`config.mk`:
```
export PLATFORM = sky130hd
export DESIGN_NAME = otg_timeout_timer
export DESIGN_NICKNAME = d
export VERILOG_FILES = /design/src/rtl/otg_tmr_pkg.sv /design/src/rtl/otg_tmr_down_cnt.sv /design/src/rtl/otg_tmr_ctrl_reg.sv /design/src/rtl/otg_tmr_pulse.sv /design/src/rtl/otg_timeout_timer.sv
export SDC_FILE = /design/constraint.sdc
export NUM_CORES = 1
export LEC_CHECK = 0
export CAP_MARGIN = 20
export CORE_UTILIZATION = 40
export CTS_BUF_LIST = sky130_fd_sc_hd__clkbuf_4 sky130_fd_sc_hd__clkbuf_8
export CTS_CLUSTER_DIAMETER = 40
export DETAILED_ROUTE_END_ITERATION = 16
export DONT_BUFFER_PORTS = 1
export PLACE_DENSITY_LB_ADDON = 0.12
export SLEW_MARGIN = 20
export SYNTH_ARGS = -nofsm -noshare
export SYNTH_HDL_FRONTEND = slang
export SYNTH_SLANG_ARGS = --single-unit
```
`constraint.sdc`:
```
create_clock -name clk -period 5.5 [get_ports clk]
set_clock_uncertainty 0.15 [all_clocks]
set_input_delay 1.1 -clock clk [delete_from_list [all_inputs] [get_ports clk]]
set_output_delay 1.1 -clock clk [all_outputs]
set_load 0.02 [all_outputs]
```
`src/rtl/otg_tmr_pkg.sv`:
```
package otg_tmr_pkg;
  // Countdown state of the one-shot timer.
  typedef enum logic {
    ST_IDLE = 1'b0,
    ST_RUN  = 1'b1
  } tmr_state_e;
endpackage

```
`src/rtl/otg_tmr_down_cnt.sv`:
```
// Arming logic and tick counter. Expiry is flagged combinationally on the
// edge at which the count reaches its end; a load on that edge wins.
module otg_tmr_down_cnt
  import otg_tmr_pkg::*;
#(
  parameter int CNT_W = 27
) (
  input  logic             clk,
  input  logic             rst,
  input  logic             load,
  input  logic             load_arm,
  input  logic [CNT_W-1:0] load_cnt,
  output logic             expire
);
  localparam logic [CNT_W-1:0] ONE  = CNT_W'(1);
  localparam logic [CNT_W-1:0] ZERO = '0;

  tmr_state_e       state_q;
  logic [CNT_W-1:0] cnt_q;
  logic             last_tick;

  // Counts of 0 and 1 both end on the next tick.
  assign last_tick = (cnt_q[CNT_W-1:1] == '0);
  assign expire    = (state_q == ST_RUN) && last_tick && !load;

  always_ff @(posedge clk) begin
    if (rst) begin
      state_q <= ST_IDLE;
      cnt_q   <= ZERO;
    end else if (load) begin
      state_q <= load_arm ? ST_RUN : ST_IDLE;
      cnt_q   <= load_cnt;
    end else if (expire) begin
      state_q <= ST_IDLE;
      cnt_q   <= ZERO;
    end else if (state_q == ST_RUN) begin
      cnt_q   <= cnt_q - ONE;
    end
  end
endmodule

```
`src/rtl/otg_tmr_ctrl_reg.sv`:
```
// Readable control word: loaded by writes, cleared on expiry.
module otg_tmr_ctrl_reg #(
  parameter int DATA_W = 32
) (
  input  logic              clk,
  input  logic              rst,
  input  logic              wr_en,
  input  logic [DATA_W-1:0] wr_data,
  input  logic              clear,
  output logic [DATA_W-1:0] q
);
  always_ff @(posedge clk) begin
    if (rst) begin
      q <= '0;
    end else if (wr_en) begin
      q <= wr_data;
    end else if (clear) begin
      q <= '0;
    end
  end
endmodule

```
`src/rtl/otg_tmr_pulse.sv`:
```
// Registers the expiry strobe into a one-cycle event output.
module otg_tmr_pulse (
  input  logic clk,
  input  logic rst,
  input  logic fire,
  output logic pulse
);
  always_ff @(posedge clk) begin
    if (rst) pulse <= 1'b0;
    else     pulse <= fire;
  end
endmodule

```
`src/rtl/otg_timeout_timer.sv`:
```
module otg_timeout_timer #(
  parameter int DATA_W = 32,
  parameter int ARM_BIT = 31,
  parameter int CNT_W  = 27
) (
  input  logic              clk,
  input  logic              rst,
  input  logic              wr_en,
  input  logic [DATA_W-1:0] wr_data,
  output logic [DATA_W-1:0] rd_data,
  output logic              timeout_pulse
);
  logic expire;

  otg_tmr_down_cnt #(.CNT_W(CNT_W)) u_cnt (
    .clk      (clk),
    .rst      (rst),
    .load     (wr_en),
    .load_arm (wr_data[ARM_BIT]),
    .load_cnt (wr_data[CNT_W-1:0]),
    .expire   (expire)
  );

  otg_tmr_ctrl_reg #(.DATA_W(DATA_W)) u_reg (
    .clk     (clk),
    .rst     (rst),
    .wr_en   (wr_en),
    .wr_data (wr_data),
    .clear   (expire),
    .q       (rd_data)
  );

  otg_tmr_pulse u_evt (
    .clk   (clk),
    .rst   (rst),
    .fire  (expire),
    .pulse (timeout_pulse)
  );
endmodule

```
* Word level (Yosys, flattened, before mapping)
Cells that the tools add are included.
** Word-level totals
- Memories :: 0
- RAM bits :: 0
- Input bits :: 35
- Bits in registers :: 61
- Logic and storage cells :: 19
- Bits in latches :: 0
- Bits in read-only memories :: 0
- Output and inout bits :: 33
** Operators by class
- $mul :: 0
- Equality and inequality tests :: 0
- Mux-type cells :: 8
- Div/mod/pow operators :: 0
- $lt $le $gt $ge :: 0
- Bitwise gates (word level) :: 0
- Shift operators :: 0
- Reduce and logical (&&, ||, !) cells :: 6
- Add/sub/neg operators :: 1
** Operators with widths (number)
- $mux W27 :: 3
- $mux W32 :: 2
- $sub A27 B1 Y27 const B :: 1
- $logic_not A26 Y1 :: 1
- $mux W1 :: 3
- $reduce_bool A3 Y1 :: 1
- $logic_and A1 B1 Y1 :: 2
- $reduce_bool A2 Y1 :: 1
- $logic_not A1 Y1 :: 1

* Longest topological paths before layout
- Depth after elaboration :: 5
- Mapped depth :: 7
- Depth with buffers taken out :: 7

* Hierarchy
Synthesis repeated with hierarchy kept, for this count alone.
** Second synthesis, totals
- Cells, all modules :: 362
- Area, all modules :: 3326.9 um2
** By module, submodules not included
- otg_tmr_down_cnt :: instances 1, cells each 216, sequential area each 560.5 um2, area each 1804.2 um2
- otg_tmr_ctrl_reg :: instances 1, cells each 144, sequential area each 640.6 um2, area each 1488.9 um2
- otg_tmr_pulse :: instances 1, cells each 2, sequential area each 20.0 um2, area each 33.8 um2

* Worst setup path after synthesis
No wires, ideal clock.
- Path kind :: input -> register
- Start :: input port wr_en
- End :: register u_cnt.cnt_q[16]
- Arrival time :: 1934 ps
- Stages on the path :: 5
- Setup slack :: 3286 ps
- Path through :: nor2_1 or3_1 nor4_1 xnor2_1 o22ai_1
** Between the ends
- Longest elaborated chain between the ends :: 4
- Elaborated cells between the ends (all ways) :: 5
** RTL lines
- start, declared :: RTL line otg_timeout_timer.sv:8 : input logic wr_en,
- $logic_not A1 Y1 :: RTL line otg_tmr_down_cnt.sv:24 : assign expire = (state_q == ST_RUN) && last_tick && !load;
- $logic_and A1 B1 Y1 :: RTL line otg_tmr_down_cnt.sv:24
- $mux W27 :: RTL line otg_tmr_down_cnt.sv:33 : end else if (expire) begin
- $mux W27 :: RTL line otg_tmr_down_cnt.sv:30 : end else if (load) begin
- end signal, assigned :: RTL line otg_tmr_down_cnt.sv:32 : cnt_q <= load_cnt;
- end signal, assigned :: RTL line otg_tmr_down_cnt.sv:37 : cnt_q <= cnt_q - ONE;
- end, declared :: RTL line otg_tmr_down_cnt.sv:19 : logic [CNT_W-1:0] cnt_q;
Parallel ways exist; a longest one is shown, timed or not.
A chain may end at the register's enable or synchronous reset.

* Worst setup path after layout
- Start :: register u_cnt.cnt_q[0]
- End :: register u_cnt.cnt_q[20]
** Between the ends
- Longest elaborated chain between the ends :: 4
** RTL lines
- $sub A27 B1 Y27 :: RTL line otg_tmr_down_cnt.sv:37
- $mux W27 :: RTL line otg_tmr_down_cnt.sv:36 : end else if (state_q == ST_RUN) begin
- $mux W27 :: RTL line otg_tmr_down_cnt.sv:33
- $mux W27 :: RTL line otg_tmr_down_cnt.sv:30
Every way passes these cells. The select of a mux whose other input is x is not followed.

==> impl_metrics.tcl <==
set metrics [dict create \
    synthTopCellsByCount "60 x dfxtp_1, 56 x nand2_1, 30 x a21oi_1" \
    crit_chain "inv_1 -> ha_1 -> nor4b_2 -> nand2_1 -> nor4_1 -> a22oi_1 -> a221oi_1" \
    multiInputGateArea_um2 1444 \
    ys_seq_area_share_pct 43.70 \
    cap_violations 0 \
    syn_inst 336 \
    setup_viol 0 \
    vias 2471 \
    finalPower_mw 0.9888 \
    hold_buffers 0 \
    synth-simple-area-share_pct 27.36 \
    max-vdd-ir-drop_v 0.0001269 \
    final-max-slew-violation-count 0 \
    clk_path_buf_depth 2 \
    io_buffers 0 \
    syn_nets 372 \
    vias_per_cell 6.012 \
    cp-startpoint "u_cnt.cnt_q[0]$_SDFFE_PP0P_" \
    synthXorXnorAreaFrac_pct 5.098 \
    grt_max_degree 64 \
    slowest_stage "nor4b_2" \
    rows 29 \
    synth.area.top_cells "dfxtp_1 44%, nand2_1 7.6%, a21oi_1 5.5%, a22oi_1 4.6%, xnor2_1 3.8%" \
    fp.dieW_um 84.90 \
    cts_num_sinks 60 \
    antenna_found_initial 0 \
    core_area_um2 6495 \
    clk_latency_ns 0.35 \
    postCtsResizedCells 0 \
    drive_above_1_share_pct 8.383 \
    cts_setup_buffers 0 \
    cp.arrival_ns 2.55 \
    grt_util_all_layers_pct 20.25 \
    dpl.hpwl_um 4524 \
    antenna_cells 0 \
    synth_edf_count 0 \
    r2r-end "u_cnt.cnt_q[20]$_SDFFE_PP0P_" \
    reg2reg_setup_slack_ns 3.06 \
    hold_viol 0 \
    ys_types 45 \
    synth_top_area_share_pct 43.70 \
    die_area_um2 7208 \
    synth.avg_cell_area_um2 8.181 \
    synth.yosys.warnings 0 \
    synthMuxAreaShare_pct 0 \
    n_fill_cell 685 \
    place_congestion 0.8260 \
    clk_pin_slew_worst_paths_ns 0.07 \
    synth_seq_cells 60 \
    r2r-start "u_cnt.cnt_q[0]$_SDFFE_PP0P_" \
    critPathMaxStageDelay_ns 0.52 \
    critPathCaptureType "register" \
    worst_pin_slew_ns 0.7299 \
    htreeDepth 3 \
    grt_pass1_wl_um 11420 \
    critPathRequiredTime_ns 5.61 \
    fmax_mhz 410.4 \
    ios 68 \
    syn-cell-area_um2 2749 \
    die_height_um 84.90 \
    cp-endpoint "u_cnt.cnt_q[20]$_SDFFE_PP0P_" \
    p_leak_nw 1.032 \
    cp-start-kind "register" \
    overflow 0 \
    cts_tree "built" \
    wl_um 6994 \
    cts_buffers 9 \
    final_net_count 365 \
    yosys.area.top_type "dfxtp_1" \
    run_status "complete, but fails checks" \
    synth-main-ff-cell "dfxtp_1" \
    hp-class "register to register" \
    violations "DRC" \
    synth_top_family_by_area "simple AND/OR/NAND/NOR gates" \
    register_area_um2 1201 \
    min_period_over_period_pct 44.30 \
    synth_compound_area_share_pct 19.34 \
    path_class "register to register" \
    power-per-cell-area_nw_per_um2 330.9 \
    rr_worst_depth 7 \
    drt_iter0_drc 161 \
    cts_root_buffer "clkbuf_8" \
    synthArstFlopShare_pct 0 \
    slew_headroom_pct 51.16 \
    tns_ns 0 \
    synth_fa_ha_area_share_pct 0.4552 \
    remaining_drc_errors 6 \
    postRouteAntennaNets 0 \
    wire_per_inst_um 17.02 \
    rsz0062_at_grt "false" \
    crit_fanout 6 \
    fin_crit_ns 2.437 \
    firstDrtPassIters 11 \
    grt_pass1_vias 2350 \
    start_util_pct 42.32 \
    area_growth_pct 8.694 \
    synth_most_common_cell "dfxtp_1" \
]
## routing by layer
metal / GRT usage (%) / share of wire [%] / up-vias
met4: 9.707 / 1.5 / 0
met2: 31.12 / 44 / 75
met1: 26.73 / 48 / 1175
li1: - / - / 1211
met3: 4.961 / 6.3 / 10
met5: 0 / 0 / -
## area by class of cell
type | instances | area share [%]
tap | 77 | 3.224
inverter | 7 | 0.8794
multi-input combinational | 248 | 48.32
timing repair buffer | 3 | 1.424
clock inverter | 6 | 1.340
sequential | 60 | 40.20
clock buffer | 10 | 4.606
## worst max-delay path: cells and delay by family (launching register included)
kind / cells / cell delay (ns)
AND/OR/NAND/NOR: 3 / 1.11
adder cells (fa/ha/maj): 1 / 0.23
AO/OA/AOI/OAI: 2 / 0.36
buffers and inverters: 1 / 0.12
flip-flops: 1 / 0.37
## stage by stage
| stage | setup slack [ns] | utilization, % | instance area, um^2 | std cells | hold slack, ns |
|---|---|---|---|---|---|
| floorplan | 3.286 | - | 2749 | 336 | 0.3371 |
| global placement | 2.666 | 42.84 | 2783 | 394 | 0.3626 |
| detailed placement | 2.605 | 42.84 | 2783 | 394 | 0.3691 |
| CTS | 2.633 | 45.58 | 2960 | 410 | 0.3787 |
| global route | 2.895 | 46.00 | 2988 | 411 | 0.4150 |
| finish | 3.063 | 46.00 | 2988 | 411 | 0.3790 |
## cell families (layout without fill, tap and decap cells)
kind of cell / Yosys count / after routing
AND/OR/NAND/NOR: 147 / 147
AO/OA/AOI/OAI: 84 / 84
flip-flops: 60 / 60
buffers and inverters: 28 / 26
XOR/XNOR: 16 / 16
adder cells (fa/ha/maj): 1 / 1
## report_power, final
group | leakage (nW) | switching (mW) | total (mW) | internal, mW
logic | 0.456 | 0.0721 | 0.127 | 0.0545
registers | 0.495 | 0.0428 | 0.504 | 0.461
clock network | 0.0803 | 0.185 | 0.358 | 0.173
total | 1.03 | 0.300 | 0.989 | 0.689
## state kept, by name, indices dropped and copies added, names as in the netlist
| name | flops |
|---|---|
| u_cnt.state_q | 1 |
| u_reg.q | 31 |
| u_cnt.cnt_q | 27 |
| u_evt.pulse | 1 |
## worst min path at each step
stage                                            start                      endpoint  cells after the start
after detailed placement  u_cnt.cnt_q[25]$_SDFFE_PP0P_  u_cnt.cnt_q[25]$_SDFFE_PP0P_                      2
after floorplan           u_cnt.cnt_q[19]$_SDFFE_PP0P_  u_cnt.cnt_q[19]$_SDFFE_PP0P_                      2
after global placement    u_cnt.cnt_q[25]$_SDFFE_PP0P_  u_cnt.cnt_q[25]$_SDFFE_PP0P_                      2
after global routing          u_reg.q[16]$_SDFFE_PP0P_      u_reg.q[16]$_SDFFE_PP0P_                      2
after CTS                 u_cnt.cnt_q[25]$_SDFFE_PP0P_  u_cnt.cnt_q[25]$_SDFFE_PP0P_                      2
final                     u_cnt.cnt_q[25]$_SDFFE_PP0P_  u_cnt.cnt_q[25]$_SDFFE_PP0P_                      2
## placed cells by master (no fill, tap or decap), types with 2 or more instances in the layout
master / Yosys / routed
dfxtp_1: 60 / 60
nand2_1: 56 / 56
a21oi_1: 30 / 30
nor2_1: 23 / 23
nand3_1: 20 / 20
a22oi_1: 17 / 17
nor3_1: 13 / 13
xnor2_1: 12 / 12
a31oi_1: 11 / 11
clkbuf_8: 0 / 10
o22ai_1: 9 / 9
inv_1: 7 / 7
nor4_1: 6 / 6
or4_1: 6 / 6
nand4_1: 6 / 6
xor2_1: 4 / 4
clkinvlp_4: 0 / 4
or3_1: 3 / 3
o211ai_1: 3 / 3
nand3b_1: 2 / 2
a221oi_1: 2 / 2
o311ai_0: 2 / 2
a21boi_0: 2 / 2
o21ai_0: 2 / 2
clkinv_2: 0 / 2
buf_4: 1 / 2
Note: power is estimated with default switching activity, not from simulation.
